<file path="config.mk">
export PLATFORM = sky130hd
export DESIGN_NAME = wp_guard
export DESIGN_NICKNAME = d
export VERILOG_FILES = /design/src/rtl/wp_pkg.sv /design/src/rtl/wp_key_match.sv /design/src/rtl/wp_seq.sv /design/src/rtl/wp_mode.sv /design/src/rtl/wp_guard.sv
export SDC_FILE = /design/constraint.sdc
export NUM_CORES = 1
export LEC_CHECK = 0
export CAP_MARGIN = 10
export CORE_MARGIN = 2
export CORE_UTILIZATION = 44
export DETAILED_ROUTE_END_ITERATION = 8
export PLACE_DENSITY = 0.92
export SYNTH_ARGS = -nofsm -noshare
export SYNTH_HDL_FRONTEND = slang
export SYNTH_SLANG_ARGS = --single-unit
</file>
<file path="constraint.sdc">
create_clock -name clk -period 6.8 [get_ports clk]
set_clock_uncertainty 0.05 [all_clocks]
set_input_delay 1.36 -clock clk [delete_from_list [all_inputs] [get_ports clk]]
set_output_delay 1.36 -clock clk [all_outputs]
set_load 0.01 [all_outputs]
</file>
<file path="src/rtl/wp_pkg.sv">
package wp_pkg;
   localparam int KEY_AW = 15;
   localparam logic [KEY_AW-1:0] KEY_ADDR_A = 15'h5555;
   localparam logic [KEY_AW-1:0] KEY_ADDR_B = 15'h2AAA;
   localparam logic [7:0] KEY_D1   = 8'hAA;
   localparam logic [7:0] KEY_D2   = 8'h55;
   localparam logic [7:0] KEY_OPEN = 8'hA0;
   localparam logic [7:0] KEY_EXT  = 8'h80;
   localparam logic [7:0] KEY_CLR  = 8'h20;

   typedef enum logic [2:0] {
      ST_IDLE = 3'd0,
      ST_K1   = 3'd1,
      ST_K2   = 3'd2,
      ST_D3   = 3'd3,
      ST_D4   = 3'd4,
      ST_D5   = 3'd5
   } wp_step_e;

   typedef struct packed {
      logic k_aa;
      logic k_55;
      logic k_open;
      logic k_ext;
      logic k_clr;
   } wp_hits_t;
endpackage

</file>
<file path="src/rtl/wp_key_match.sv">
module wp_key_match
   import wp_pkg::*;
#(
   parameter int ADDR_W = 17,
   parameter int KEY_W  = 15
) (
   input  logic [ADDR_W-1:0] addr,
   input  logic [7:0]        data,
   output wp_hits_t          hits
);
   localparam int PAD_W = KEY_W - KEY_AW;

   generate
      if (KEY_W < KEY_AW) begin : g_bad_key
         $error("wp_key_match: KEY_W must be at least 15");
      end
      if (KEY_W > ADDR_W) begin : g_bad_addr
         $error("wp_key_match: KEY_W must not exceed ADDR_W");
      end
   endgenerate

   logic [KEY_W-1:0] low_addr;
   logic [KEY_W-1:0] cmp_a;
   logic [KEY_W-1:0] cmp_b;

   assign low_addr = addr[KEY_W-1:0];

   generate
      if (PAD_W == 0) begin : g_exact
         assign cmp_a = KEY_ADDR_A;
         assign cmp_b = KEY_ADDR_B;
      end else begin : g_padded
         assign cmp_a = {{PAD_W{1'b0}}, KEY_ADDR_A};
         assign cmp_b = {{PAD_W{1'b0}}, KEY_ADDR_B};
      end
   endgenerate

   logic at_a;
   logic at_b;
   assign at_a = (low_addr == cmp_a);
   assign at_b = (low_addr == cmp_b);

   assign hits.k_aa   = at_a && (data == KEY_D1);
   assign hits.k_55   = at_b && (data == KEY_D2);
   assign hits.k_open = at_a && (data == KEY_OPEN);
   assign hits.k_ext  = at_a && (data == KEY_EXT);
   assign hits.k_clr  = at_a && (data == KEY_CLR);
endmodule

</file>
<file path="src/rtl/wp_seq.sv">
module wp_seq
   import wp_pkg::*;
(
   input  logic     clk,
   input  logic     rst_n,
   input  logic     wr_valid,
   input  logic     window,
   input  wp_hits_t hits,
   output logic     cmd,
   output logic     unlock_evt,
   output logic     clear_evt
);
   wp_step_e step_q;
   wp_step_e step_d;
   logic     hit;

   always_comb begin
      step_d     = step_q;
      hit        = 1'b0;
      unlock_evt = 1'b0;
      clear_evt  = 1'b0;
      if (wr_valid && !window) begin
         case (step_q)
            ST_IDLE: if (hits.k_aa) begin step_d = ST_K1; hit = 1'b1; end
            ST_K1:   if (hits.k_55) begin step_d = ST_K2; hit = 1'b1; end
            ST_K2: begin
               if (hits.k_open) begin
                  step_d = ST_IDLE; hit = 1'b1; unlock_evt = 1'b1;
               end else if (hits.k_ext) begin
                  step_d = ST_D3; hit = 1'b1;
               end
            end
            ST_D3:   if (hits.k_aa) begin step_d = ST_D4; hit = 1'b1; end
            ST_D4:   if (hits.k_55) begin step_d = ST_D5; hit = 1'b1; end
            ST_D5: begin
               if (hits.k_clr) begin
                  step_d = ST_IDLE; hit = 1'b1; clear_evt = 1'b1;
               end
            end
            default: ;
         endcase
         if (!hit) begin
            step_d = ST_IDLE;
            if (step_q != ST_IDLE && hits.k_aa) begin
               step_d = ST_K1;
               hit    = 1'b1;
            end
         end
      end
      cmd = hit;
   end

   always_ff @(posedge clk or negedge rst_n) begin
      if (!rst_n) step_q <= ST_IDLE;
      else        step_q <= step_d;
   end
endmodule

</file>
<file path="src/rtl/wp_mode.sv">
module wp_mode #(
   parameter bit POR_PROTECTED = 1'b0
) (
   input  logic clk,
   input  logic rst_n,
   input  logic unlock_evt,
   input  logic clear_evt,
   input  logic prog_done,
   output logic prot,
   output logic window
);
   always_ff @(posedge clk or negedge rst_n) begin
      if (!rst_n) begin
         prot   <= POR_PROTECTED;
         window <= 1'b0;
      end else begin
         if (unlock_evt) begin
            prot   <= 1'b1;
            window <= 1'b1;
         end else begin
            if (clear_evt) prot <= 1'b0;
            if (prog_done) window <= 1'b0;
         end
      end
   end
endmodule

</file>
<file path="src/rtl/wp_guard.sv">
module wp_guard
   import wp_pkg::*;
#(
   parameter int ADDR_W        = 17,
   parameter int KEY_W         = 15,
   parameter bit POR_PROTECTED = 1'b0
) (
   input  logic              clk,
   input  logic              rst_n,
   input  logic              wr_valid,
   input  logic [ADDR_W-1:0] wr_addr,
   input  logic [7:0]        wr_data,
   input  logic              prog_done,
   output logic              wr_allow,
   output logic              wr_is_cmd,
   output logic              prot_o
);
   wp_hits_t hits;
   logic     cmd;
   logic     unlock_evt;
   logic     clear_evt;
   logic     prot;
   logic     window;

   wp_key_match #(.ADDR_W(ADDR_W), .KEY_W(KEY_W)) u_match (
      .addr (wr_addr),
      .data (wr_data),
      .hits (hits)
   );

   wp_seq u_seq (
      .clk        (clk),
      .rst_n      (rst_n),
      .wr_valid   (wr_valid),
      .window     (window),
      .hits       (hits),
      .cmd        (cmd),
      .unlock_evt (unlock_evt),
      .clear_evt  (clear_evt)
   );

   wp_mode #(.POR_PROTECTED(POR_PROTECTED)) u_mode (
      .clk        (clk),
      .rst_n      (rst_n),
      .unlock_evt (unlock_evt),
      .clear_evt  (clear_evt),
      .prog_done  (prog_done),
      .prot       (prot),
      .window     (window)
   );

   assign wr_is_cmd = wr_valid && cmd;
   assign wr_allow  = wr_valid && !cmd && (!prot || window);
   assign prot_o    = prot;
endmodule

</file>
After elaboration in Yosys (flattened, before gate mapping)
Cells that the tools add are included.
Word-level totals
  logic and storage cells: 72
  flip-flop bits (word level): 5
  output and inout port bits: 3
  bits of input ports: 29
Cells by class
  eq/ne operators: 19
  muxes and demuxes: 29
  reduce and logical (&&, ||, !) cells: 21
Operator list (count)
  8-bit equality test (second input constant): 3
  3-bit two-way mux: 8
  1-bit two-way mux: 19
  3-bit one-hot mux with 6 select lines: 1
  15-bit by 14-bit equality test with 1-bit output (second input constant): 1
  15-bit equality test (second input constant): 1
  1-bit logical AND: 10
  3-bit != test (second input constant): 3
  8-bit by 6-bit equality test with 1-bit output (second input constant): 1
  8-bit by 7-bit equality test with 1-bit output (second input constant): 1
  8-bit AND reduction: 1
  7-bit != test (second input constant): 1
  3-bit by 2-bit equality test with 1-bit output (second input constant): 2
  3-bit equality test (second input constant): 2
  3-bit by 2-bit != test with 1-bit output (second input constant): 2
  4-bit != test (second input constant): 1
  1-bit one-hot mux with 4 select lines: 1
  2-bit nonzero test: 2
  2-bit OR reduction: 2
  3-bit by 1-bit equality test with 1-bit output (second input constant): 1
  1-bit zero test: 3
  3-bit zero test: 1
  3-bit nonzero test: 1
  1-bit logical OR: 1

Longest topological paths before layout
  depth after elaboration: 11
  gate-level depth with buffers: 8
  depth with buffers taken out: 7

Modules after synthesis
From an unflattened synthesis, not the netlist that was laid out.
Unflattened totals
  cells, all modules: 72
  area total of the unflattened synthesis: 593.1 µm²
By module, submodules not included
  wp_seq: cells an instance 38, times used 1, sequential area each 75.1 µm², area each 286.5 µm²
  wp_key_match: cells an instance 25, times used 1, sequential area each 0.0 µm², area each 201.4 µm²
  wp_mode: cells an instance 6, times used 1, sequential area each 50.0 µm², area each 72.6 µm²
  wp_guard: cells an instance 3, times used 1, sequential area each 0.0 µm², area each 32.5 µm²

Worst setup path before layout
OpenSTA, ideal clock, no wires.
  path kind: input to output
  start point: input wr_addr[13]
  end point: output wr_is_cmd
  stages: 6
  data arrival time: 2.777 ns
  path slack: 2.613 ns
  data required time: 5.390 ns
  buffers on the path: 0
  cell sequence: nor4b_2 -> nand4_2 -> nor4_1 -> a211oi_1 -> o22a_1 -> a21oi_1
Between the ends
  cells in the longest elaborated chain, start to end: 9
  elaborated cells on any way between the ends: 19
  those cells by class: eq/ne: 2; mux: 10; reduce/logical: 7
RTL lines
  start: declaration: line wp_guard.sv:11  | input logic [ADDR_W-1:0] wr_addr,
  15-bit equality test: line wp_key_match.sv:40  | assign at_a = (low_addr == cmp_a);
  1-bit logical AND: line wp_key_match.sv:46  | assign hits.k_ext = at_a && (data == KEY_EXT);
  1-bit two-way mux: line wp_seq.sv:29  | end else if (hits.k_ext) begin
  1-bit two-way mux: line wp_seq.sv:27  | if (hits.k_open) begin
  1-bit one-hot mux with 4 select lines: line wp_seq.sv:23  | case (step_q)
  1-bit two-way mux: line wp_seq.sv:22  | if (wr_valid && !window) begin
  1-bit two-way mux *: line wp_seq.sv:42  | if (!hit) begin
  1-bit two-way mux *: line wp_seq.sv:22
  1-bit logical AND *: line wp_guard.sv:52  | assign wr_is_cmd = wr_valid && cmd;
  end: declaration: line wp_guard.sv:15  | output logic wr_is_cmd,
Mark *: on every way between the ends. The rest lies on a longest branch, timed or not. The select of a mux whose other input is x is not followed.

Worst setup path in the final report
  start point: input wr_data[2]
  end point: output wr_allow
Between the ends
  cells in the longest elaborated chain, start to end: 11
  elaborated cells on any way between the ends: 24
  those cells by class: eq/ne: 5; mux: 10; reduce/logical: 9
RTL lines
  start: declaration: line wp_guard.sv:12  | input logic [7:0] wr_data,
  8-bit equality test: line wp_key_match.sv:46
  1-bit logical AND: line wp_key_match.sv:46
  1-bit two-way mux: line wp_seq.sv:29
  1-bit two-way mux: line wp_seq.sv:27
  1-bit one-hot mux with 4 select lines: line wp_seq.sv:23
  1-bit two-way mux: line wp_seq.sv:22
  1-bit two-way mux *: line wp_seq.sv:42
  1-bit two-way mux *: line wp_seq.sv:22
  1-bit zero test *: line wp_guard.sv:53  | assign wr_allow = wr_valid && !cmd && (!prot || window);
  1-bit logical AND * (2 in series): line wp_guard.sv:53
  end: declaration: line wp_guard.sv:14  | output logic wr_allow,
Marks and branches as above.

==> impl_metrics.yaml <==
critical_path:
  crit_path_start_kind: "primary input"
  crit_buf_inv: 2
  cp_max_fo: 6
  crit_top_cell: "clkdlybuf4s50_1"
  cp_slowest_stage_delay_ns: 0.47
  critPathArrivalTime_ns: 4.05
  cp_top_family: "simple AND/OR/NAND/NOR gates"
  critPathKind: "in -> out"
  critPathCaptureType: "output pin"
  crit_chain: "clkdlybuf4s50_1 -> nor4b_2 -> nand4_2 -> nor4_1 -> a211oi_1 -> o221ai_1 -> nor2_1 -> o21a_1 -> clkdlybuf4s50_1"
  crit_path_top_delay_cell: "clkdlybuf4s50_1"
  required_ns: 5.39
final_layout:
  layout_commonest_cell: "clkdlybuf4s50_1"
  antennaDiodeCount: 0
  synthToLayoutAreaGrowth_pct: 46.29
  final_cell_mix: "clkdlybuf4s50_1 (29), nand2_1 (9), nor3_1 (6), nor2_1 (6)"
  final_util_pct: 68.77
  final_layout_size_suffix_gt1_share_pct: 7.377
  n_fill_cell: 113
  final_nets: 154
placement:
  gp_congestion: 0.8916
  numPortBuffers: 29
  place_hpwl_mm: 1.750
drt:
  routed_wl_mm: 2.125
  drc: 0
  num_vias: 890
  wl_per_cell_um: 15.40
  drt_iter0_drc: 27
  first_pass_iters: 4
  postRouteAntennaNets: 0
  vias_per_cell: 6.449
run_status:
  status: "completed"
yosys:
  synth-seq-cells: 5
  synth_edf_count: 0
  synth-async-reset-ratio_pct: 100.0
  ys_seq_area_share_pct: 17.67
  synth_cell_types: 41
  yosysWarnings: 0
  syn_nets: 122
  syn_avg_cell_area_um2: 7.782
  synth_area_um2: 708.2
  ys.flop_type: "dfrtp_1"
  syn_inst: 91
timing:
  worst_slew_pin_slew_ns: 0.4616
  fin_crit_sh_pct: 80.22
  relSlewSlack_pct: 68.43
  slew_violations: 0
  setup_viol: 0
  fin_tns_setup_ns: 0
  hold_viol_final: 0
  rsz0062_at_grt: "no"
  period_minus_slack_ns: 5.455
  clock.fmax_mhz: 183.3
clock_network:
  cts.sinks: 5
  numCtsBuffers: 3
  ctsResizeCount: 0
  postCtsSetupRepairBufs: 0
  clockBufferDepth: 2
  cts_root_buf: "clkbuf_4"
  ctsHoldBuffers: 0
  htree_levels: 1
  clk_latency_ns: 0.23
  cts_tree: "done"
  clk_pin_slew_ns: 0.04
floorplan:
  coreArea_um2: 1506
  ios: 32
  dieArea_um2: 1947
  die_y_um: 44.12
  rows: 14
  die_width_um: 44.12
  start_util_pct: 47.01
global_routing:
  antenna_found_initial: 0
  grt_usage_pct: 23.33
  grt_pass1_wl_mm: 3.470
  grt_overflow: 0
  grt_pass1_vias: 838
  grt_max_degree: 17
power_and_ir_drop:
  total_leakage_power_nw: 0.3820
  irDropWorstVdd_uv: 98.44
  powerDensity_nw_per_um2: 91.73
hold_path:
  hp-class: "reg -> reg"
job:
  maxCapViolCount: 0
## cell type report
type | instances | area, um^2 | area share, %
Timing Repair Buffer | 29 | 290.3 | 28.02
Inverter | 5 | 18.77 | 1.812
Clock buffer | 4 | 26.28 | 2.536
Multi-Input combinational cell | 79 | 555.5 | 53.62
Sequential cell | 5 | 125.1 | 12.08
Tap cell | 16 | 20.02 | 1.932
## metrics by stage
| stage | power [mW] | std cells | hold slack, ns | cell area, um^2 | setup WS [ns] |
|---|---|---|---|---|---|
| finish | 0.09504 | 138 | 0.4794 | 1036 | 1.345 |
| global route | 0.1002 | 138 | 0.5049 | 1036 | 1.174 |
| CTS | 0.09639 | 138 | 0.4912 | 1036 | 1.367 |
| detailed placement | 0.06300 | 134 | 0.4785 | 1010 | 1.385 |
| global placement | 0.06228 | 134 | 0.4676 | 1010 | 1.378 |
| floorplan | 0.04165 | 91 | 0.4841 | 708.2 | 2.613 |
## worst paths after layout
check,from,to,slack (ns),cells past startpoint
hold reg to reg,u_mode.prot,u_mode.prot,0.48,1
setup reg to reg,u_seq.step_q[0],u_seq.step_q[0],4.59,7
setup / recovery,wr_data[2],wr_allow,1.34,9
hold / removal,u_mode.prot,u_mode.prot,0.48,1
min in group asynchronous,rst_n,u_mode.window,1.30,1
max in group asynchronous,rst_n,u_seq.step_q[0],5.21,1
## metal layers
metal	up-vias	track usage, %	wire, um
met2	41	45.00	1144
li1	432	-	-
met3	2	0.8163	119
met4	0	7.273	23
met5	-	0	0
met1	415	27.39	838
## registers in the layout, indices dropped and copies added, names as in the netlist
register and count:
u_mode.prot 1, u_seq.step_q 3, u_mode.window 1
## power breakdown
group / switching, mW / internal [mW]
Combinational: 0.0122 / 0.0194
Sequential: 0.00102 / 0.0303
Clock: 0.00999 / 0.0220
## synthesized netlist by cell type, types with 2 or more instances
master | count | area share [%]
nand3_1 | 2 | 1.4
nor4b_1 | 2 | 2.5
ha_1 | 2 | 3.5
nand2_1 | 9 | 4.8
nor2_1 | 6 | 3.2
o31ai_1 | 2 | 2.1
nand4_1 | 3 | 2.7
nor4bb_1 | 5 | 7.1
nand4b_1 | 2 | 2.5
and3_1 | 2 | 1.8
dfrtp_1 | 5 | 18
o21a_1 | 2 | 2.1
a21oi_1 | 4 | 2.8
nor3_1 | 6 | 4.2
a21o_1 | 2 | 2.1
inv_1 | 5 | 2.7
nor4b_2 | 2 | 4.2
nor4_1 | 3 | 2.7
o21ai_0 | 4 | 2.8
nor2b_1 | 2 | 1.8
## cell families after synthesis
family	share of synthesized area, %
simple gates	46.29
buf+inv	3.886
compound gates	28.62
fa+ha+maj	3.533
flops	17.67
## worst register-to-register path: stages (launching register included)
cell      delay (ns)
dfrtp_1         0.49
nor2b_1         0.32
nand2_1         0.10
nor4_1          0.34
a211oi_1        0.16
o21a_1          0.14
o41ai_1         0.36
a22oi_1         0.11
Note: power is estimated with default switching activity, not from simulation.
